$ cat src/rtl/sb_pkg.sv
// Shared definitions for the register scoreboard.
// Assumes the decode stage presents at most three operand slots per cycle.
package sb_pkg;
    localparam int NUM_OPS = 3;

    typedef enum logic [1:0] {
        SLOT_SRC_A = 2'd0,
        SLOT_SRC_B = 2'd1,
        SLOT_DST   = 2'd2
    } op_slot_e;
endpackage

$ cat src/rtl/sb_ready_bits.sv
// Per-register ready flags.
// A flag drops on a clear request and rises on a write-back. When both hit
// the same register in one cycle, the clear wins. Register 0 is constant
// ready. Indices at or above NUM_REGS match no flag.
// Assumes the caller has already qualified clr_en_i with an actual issue.
module sb_ready_bits #(
    parameter int NUM_REGS = 32,
    parameter int IDX_W    = 5
) (
    input  logic                clk,
    input  logic                rst_n,
    input  logic                clr_en_i,
    input  logic [IDX_W-1:0]    clr_idx_i,
    input  logic                set_en_i,
    input  logic [IDX_W-1:0]    set_idx_i,
    output logic [NUM_REGS-1:0] ready_o
);
    for (genvar k = 0; k < NUM_REGS; k++) begin : g_reg
        localparam logic [IDX_W-1:0] K_IDX = IDX_W'(k);
        if (k == 0) begin : g_zero
            // Register 0 never becomes busy.
            assign ready_o[k] = 1'b1;
        end else begin : g_flag
            logic rdy_q;
            logic clr_hit;
            logic set_hit;

            // Decode the two request ports against this register.
            always_comb begin
                clr_hit = clr_en_i && (clr_idx_i == K_IDX);
                set_hit = set_en_i && (set_idx_i == K_IDX);
            end

            // Flag update: reset to ready, clear beats set.
            always_ff @(posedge clk) begin
                if (!rst_n) begin
                    rdy_q <= 1'b1;
                end else if (clr_hit) begin
                    rdy_q <= 1'b0;
                end else if (set_hit) begin
                    rdy_q <= 1'b1;
                end
            end

            assign ready_o[k] = rdy_q;

            AST_CLEAR_BEATS_SET: assert property (@(posedge clk) disable iff (!rst_n)
                (clr_en_i && clr_idx_i == K_IDX) |=> !ready_o[k]);
            AST_WB_SETS: assert property (@(posedge clk) disable iff (!rst_n)
                (set_en_i && set_idx_i == K_IDX && !(clr_en_i && clr_idx_i == K_IDX)) |=> ready_o[k]);
            AST_FLAG_HOLDS: assert property (@(posedge clk) disable iff (!rst_n)
                (!(clr_en_i && clr_idx_i == K_IDX) && !(set_en_i && set_idx_i == K_IDX)) |=> $stable(ready_o[k]));
        end
    end
endmodule

$ cat src/rtl/sb_operand_probe.sv
// Checks one operand slot against the ready flags.
// The slot is busy when it is in use, its index is tracked and the flag is low.
// Assumes indices at or above NUM_REGS are untracked and so always ready.
module sb_operand_probe #(
    parameter int NUM_REGS = 32,
    parameter int IDX_W    = 5
) (
    input  logic                use_i,
    input  logic [IDX_W-1:0]    idx_i,
    input  logic [NUM_REGS-1:0] ready_i,
    output logic                busy_o
);
    logic tracked;

    // Decide whether this operand blocks the instruction.
    always_comb begin
        tracked = (int'(idx_i) < NUM_REGS);
        busy_o  = 1'b0;
        if (use_i && tracked) begin
            busy_o = !ready_i[idx_i];
        end
    end
endmodule

$ cat src/rtl/reg_scoreboard.sv
// Decode-stage issue interlock built on one ready bit per register.
// All used operands, the destination included, must be ready for issue.
// An issuing writer marks its destination busy, and write-back marks it ready.
// Assumes a single decode slot and a single write-back port per cycle.
module reg_scoreboard #(
    parameter int NUM_REGS = 32,
    parameter int IDX_W    = 5
) (
    input  logic             clk,
    input  logic             rst_n,
    input  logic             dec_valid_i,
    input  logic             src_a_use_i,
    input  logic [IDX_W-1:0] src_a_idx_i,
    input  logic             src_b_use_i,
    input  logic [IDX_W-1:0] src_b_idx_i,
    input  logic             dst_use_i,
    input  logic [IDX_W-1:0] dst_idx_i,
    input  logic             wb_en_i,
    input  logic [IDX_W-1:0] wb_idx_i,
    output logic             stall_o,
    output logic             issue_o
);
    import sb_pkg::*;

    logic [NUM_REGS-1:0] ready_vec;
    logic [IDX_W-1:0]    slot_idx  [NUM_OPS];
    logic                slot_use  [NUM_OPS];
    logic [NUM_OPS-1:0]  slot_busy;
    logic                clr_en;

    // Gather the operand slots into arrays for the probes.
    always_comb begin
        slot_idx[SLOT_SRC_A] = src_a_idx_i;
        slot_use[SLOT_SRC_A] = src_a_use_i;
        slot_idx[SLOT_SRC_B] = src_b_idx_i;
        slot_use[SLOT_SRC_B] = src_b_use_i;
        slot_idx[SLOT_DST]   = dst_idx_i;
        slot_use[SLOT_DST]   = dst_use_i;
    end

    for (genvar s = 0; s < NUM_OPS; s++) begin : g_probe
        sb_operand_probe #(
            .NUM_REGS (NUM_REGS),
            .IDX_W    (IDX_W)
        ) i_probe (
            .use_i   (slot_use[s]),
            .idx_i   (slot_idx[s]),
            .ready_i (ready_vec),
            .busy_o  (slot_busy[s])
        );
    end

    // Stall and issue decision for the decoding instruction.
    always_comb begin
        stall_o = dec_valid_i && (|slot_busy);
        issue_o = dec_valid_i && !stall_o;
        clr_en  = issue_o && dst_use_i;
    end

    sb_ready_bits #(
        .NUM_REGS (NUM_REGS),
        .IDX_W    (IDX_W)
    ) i_ready_bits (
        .clk       (clk),
        .rst_n     (rst_n),
        .clr_en_i  (clr_en),
        .clr_idx_i (dst_idx_i),
        .set_en_i  (wb_en_i),
        .set_idx_i (wb_idx_i),
        .ready_o   (ready_vec)
    );

    AST_SRC_A_READY: assert property (@(posedge clk) disable iff (!rst_n)
        (issue_o && src_a_use_i && int'(src_a_idx_i) < NUM_REGS) |-> ready_vec[src_a_idx_i]);
    AST_SRC_B_READY: assert property (@(posedge clk) disable iff (!rst_n)
        (issue_o && src_b_use_i && int'(src_b_idx_i) < NUM_REGS) |-> ready_vec[src_b_idx_i]);
    AST_DST_READY: assert property (@(posedge clk) disable iff (!rst_n)
        (issue_o && dst_use_i && int'(dst_idx_i) < NUM_REGS) |-> ready_vec[dst_idx_i]);
    AST_IDLE_NO_STALL: assert property (@(posedge clk) disable iff (!rst_n)
        !dec_valid_i |-> (!stall_o && !issue_o));
    AST_ZERO_READY: assert property (@(posedge clk) disable iff (!rst_n)
        (dec_valid_i && src_a_use_i && src_a_idx_i == '0 && !src_b_use_i && !dst_use_i) |-> issue_o);
endmodule

$ cat config.mk
export PLATFORM = sky130hd
export DESIGN_NAME = reg_scoreboard
export DESIGN_NICKNAME = d
export VERILOG_FILES = /design/src/rtl/sb_pkg.sv /design/src/rtl/sb_ready_bits.sv /design/src/rtl/sb_operand_probe.sv /design/src/rtl/reg_scoreboard.sv
export SDC_FILE = /design/constraint.sdc
export NUM_CORES = 1
export LEC_CHECK = 0
export BUFFER_PORTS_ARGS = -buffer_cell sky130_fd_sc_hd__buf_2
export CORE_ASPECT_RATIO = 1.5
export CORE_UTILIZATION = 50
export DETAILED_ROUTE_END_ITERATION = 8
export HOLD_SLACK_MARGIN = 0.03
export PLACE_DENSITY = 0.77
export SLEW_MARGIN = 10
export SYNTH_ARGS = -nofsm -noshare
export SYNTH_HDL_FRONTEND = slang
export SYNTH_SLANG_ARGS = --single-unit
$ cat constraint.sdc
create_clock -name clk -period 3.35 [get_ports clk]
set_clock_uncertainty 0.05 [all_clocks]
set_input_delay 0.67 -clock clk [delete_from_list [all_inputs] [get_ports clk]]
set_output_delay 0.67 -clock clk [all_outputs]
set_load 0.01 [all_outputs]
==> impl_summary.txt <==
----------------------------------------------------
[Run status]
  Result of the run ... finished clean

[Detailed routing]
  Detailed router's first-iteration violation count ... 191
  Drt via density ... 6.74
  DRC errors left ... 0
  Final WL ... approximately 7000 microns
  Routed wirelength normalized by instance count ... about 20 microns
  Number of detailed-routing iterations run before antenna repair ... 5
  Remaining number of nets flagged by the antenna check after routing ... 0
  Via count of the routed design ... 2405

[Setup path]
  Crit start category ... primary input
  Crit path DAT ... 2.49 ns
  Highest fanout seen on the critical path ... 8
  Category of the critical setup timing path ... in -> out
  Library cell contributing the largest single delay on the critical path ... mux4_2
  Critical-path cell list ... buf_2 > mux4_2 > a211o_1 > a311oi_2 > nor2_2 > a21boi_0 > buf_2
  Stage delay of the slowest cell on the critical path ... 0.52 ns
  Cell type with the highest occurrence count on the critical path ... buf_2
  Data required time at the worst endpoint ... 2.63 ns
  Critical path endpoint category ... output port

[Layout]
  Final core area utilization ... 57.4%
  Summed area of non-filler cells in the final layout ... 2630 sq um
  Biggest registers after layout ... i_ready_bits.g.g_flag.rdy_q: 31 flops
  Register with the most flip-flops ... i_ready_bits.g.g_flag.rdy_q
  Final net count ... 319
  Growth of design area from synthesis to finish ... 9.19%
  Share of layout cells above drive strength 1 ... 24.6%
  Max FFs per register ... 31
  Count of inserted antenna diode cells ... 0

[Placement]
  Weighted congestion at the end of routability-driven global placement ... around 0.94
  Count of input and output buffers ... 28
  Dpl cell area ... about 2500 sq um
  Placement Setup Slack ... 0.140 ns
  Post-detailed-placement half-perimeter wirelength ... ~5300 microns

[Hold path]
  Tightest Hold Check Type ... reg -> reg

[STA]
  Minimum clock period after layout ... 3.21 ns
  Number of hold-slack violations in the final timing report ... 0
  Relative slew slack ... between 50% and 60%
  Setup-violating endpoint count in the final report ... 0
  Pin slew with the least headroom to its limit ... 0.602 ns
  Final critical-path setup slack ... ~0.14 ns
  Final slew viol count ... 0
  Maximum clock rate ... 311 MHz
  Setup repair after global routing missed its margin ... no
  Period utilisation layout ... 95.9%
  TNS Setup ... 0 ns

[CTS]
  Number of setup buffers added after CTS ... 0
  Clock-pin slew of the registers on the worst-case setup and hold paths ... 0.06 ns
  Clock latency at the later pin of the worst-skew pair ... 0.29 ns
  Maximum number of buffers from clock root to sink ... 2
  Number of buffers created by CTS ... 5
  Number of levels the H-tree was split into ... 2
  TritonCTS clock tree ... done
  Resized cells post-CTS ... 0
  Post-CTS Hold Buffers ... 0
  Clock root cell ... clkbuf_8
  Number of clock sinks seen by CTS ... 31

[Synthesis]
  Synthesized netlist net count ... around 300
  Post-synth design cell area ... 2410 sq um
  Post-Syn Area per Cell ... 8.79 sq um
  Number of instances in the synthesized netlist ... 274
  Main area contributors after synthesis ... dfxtp_1 26%, mux4_2 15%, mux2i_1 7.1%, nor2_1 7.0%, a31oi_2 5.2%
  Synth warnings ... 0
  Number of distinct standard cells referenced by the synthesized netlist ... 40
  Portion of the post-synthesis area used by sequential elements ... 25.8%
  Most common flop cell mapped by yosys ... dfxtp_1
  Seq cells post-synth ... 31
  Number of enable flip-flop cells after synthesis ... 0
  Proportion of register bits with asynchronous set or reset after synthesis ... 0%
  Area share of the largest cell type after synthesis ... 25.8%
  Library cell with the largest summed area after synthesis ... dfxtp_1

[GRT]
  Pin count of the biggest net entering global routing ... 32
  GRT Overall Usage ... roughly 30%
  Initial antenna violation count ... 0
  Via count of the first global-routing pass ... 2270
  Global-route wire length before repair ... ~11000 microns
  Overall overflow remaining after global route ... 0

[Power and ir drop]
  Flop pwr share ... between 40% and 50%
  Internal power summed over all cells ... 567 uW
  Switching share of power ... ~30%
  Static Leakage ... 0.000883 uW
  PD cells ... 308 nW/um^2
  Comb pwr share ... 18.5%
  Clock Power Share ... 35.3%
  Switching pwr ... 242 uW
  Worst supply voltage drop on vdd ... 204 uV

[Floorplanning]
  Die Wd ... 58.7 microns
  Core ar. ... 4580 sq um
  Die Area ... 5100 sq um
  Number of standard-cell rows in the floorplan ... 30
  Initial standard-cell utilization of the core ... about 53%
  Die height ... between 80 and 90 microns
  Top-Level Pins ... 29

[Run]
  Maxcap violations ... 0

----------------------------------------------------
-- per-stage QoR --
step                      instances  total power (uW)  hold WS [ns]
after detailed placement        349               528         0.544
after floorplan                 274               485         0.459
final                           357               809         0.562
after CTS                       357               810         0.558
after global routing            357               836         0.575
after global placement          349               527         0.512
-- metal layers --
layer	vias up	track usage [%]	part of all wire, %
met1	1136	35.1	39
met3	28	4.75	7.1
met2	148	49.1	50
li1	1093	-	-
met4	0	18.2	4.1
met5	-	0	0
-- kinds of logic after synthesis --
kind of cell / synth area share (%)
mux: 23.4
buf+inv: 5.97
compound gates: 22.4
simple gates: 22.4
flops: 25.8
-- power groups by stage --
| stage | clock network [uW] | registers (uW) | logic, uW |
|---|---|---|---|
| finish | 286 | 373 | 150 |
| detailed placement | 0 | 381 | 147 |
| floorplan | 0 | 380 | 105 |
| global placement | 0 | 381 | 145 |
| CTS | 289 | 373 | 147 |
| global route | 303 | 373 | 159 |
-- synth_stat cells (2+ instances only) --
cell and instances:
nand4b_1 3, mux2_2 3, buf_2 7, nor2_1 45, inv_1 7, nor2b_1 5, nor3_1 24, a21oi_1 6
nand3_1 4, a211oi_1 12, dfxtp_1 31, nand2b_1 3, buf_6 3, or3_1 2, and2_1 2, nand2_1 14
and4_1 2, a31oi_1 17, and3_1 2, mux4_2 16, a311oi_1 6, a31oi_2 10, nand4_1 3, mux2i_1 17
a221oi_1 3, clkbuf_1 11, nor3b_1 3
-- cell type report --
| cell class | instances | area (sq um) |
|---|---|---|
| Inverter | 7 | 26.3 |
| Sequential cell | 31 | 621 |
| Fill cell | 428 | 1950 |
| Timing Repair Buffer | 33 | 178 |
| Clock buffer | 7 | 76.3 |
| Tap cell | 64 | 80.1 |
| Multi-Input combinational cell | 214 | 1640 |
| Clock inverter | 1 | 5.00 |
-- path summary, 6_finish.rpt --
check | from | end | slack (ns) | depth (start not counted)
max | src_b_idx_i[0] | stall_o | 0.14 | 7
min | i_ready_bits.g_reg[26].g_flag.rdy_q | i_ready_bits.g_reg[26].g_flag.rdy_q | 0.56 | 2
max reg2reg | i_ready_bits.g_reg[7].g_flag.rdy_q | i_ready_bits.g_reg[19].g_flag.rdy_q | 1.16 | 6
min reg2reg | i_ready_bits.g_reg[26].g_flag.rdy_q | i_ready_bits.g_reg[26].g_flag.rdy_q | 0.56 | 2
-- cell usage in the layout (no fill, tap or decap), types with 3 or more instances in the layout --
master	instances
a211oi_1	12
mux2i_1	17
a21oi_1	6
inv_1	7
a311oi_1	6
mux4_2	16
mux2_2	3
buf_2	28
a31oi_1	17
a31oi_2	10
nand3_1	4
nor3_1	24
buf_4	5
nand2b_1	3
dfxtp_1	31
nand4_1	3
clkbuf_8	5
nor2b_1	5
nor2_1	45
nand2_1	14
a221oi_1	3
nor3b_1	3
nand4b_1	3
-- worst max-delay path: cells and delay by family --
kind            cells  cell delay [ns]
compound gates      3             0.84
buf+inv             2             0.36
mux                 1             0.52
simple gates        1             0.09
(Power assumes the default switching activity.)
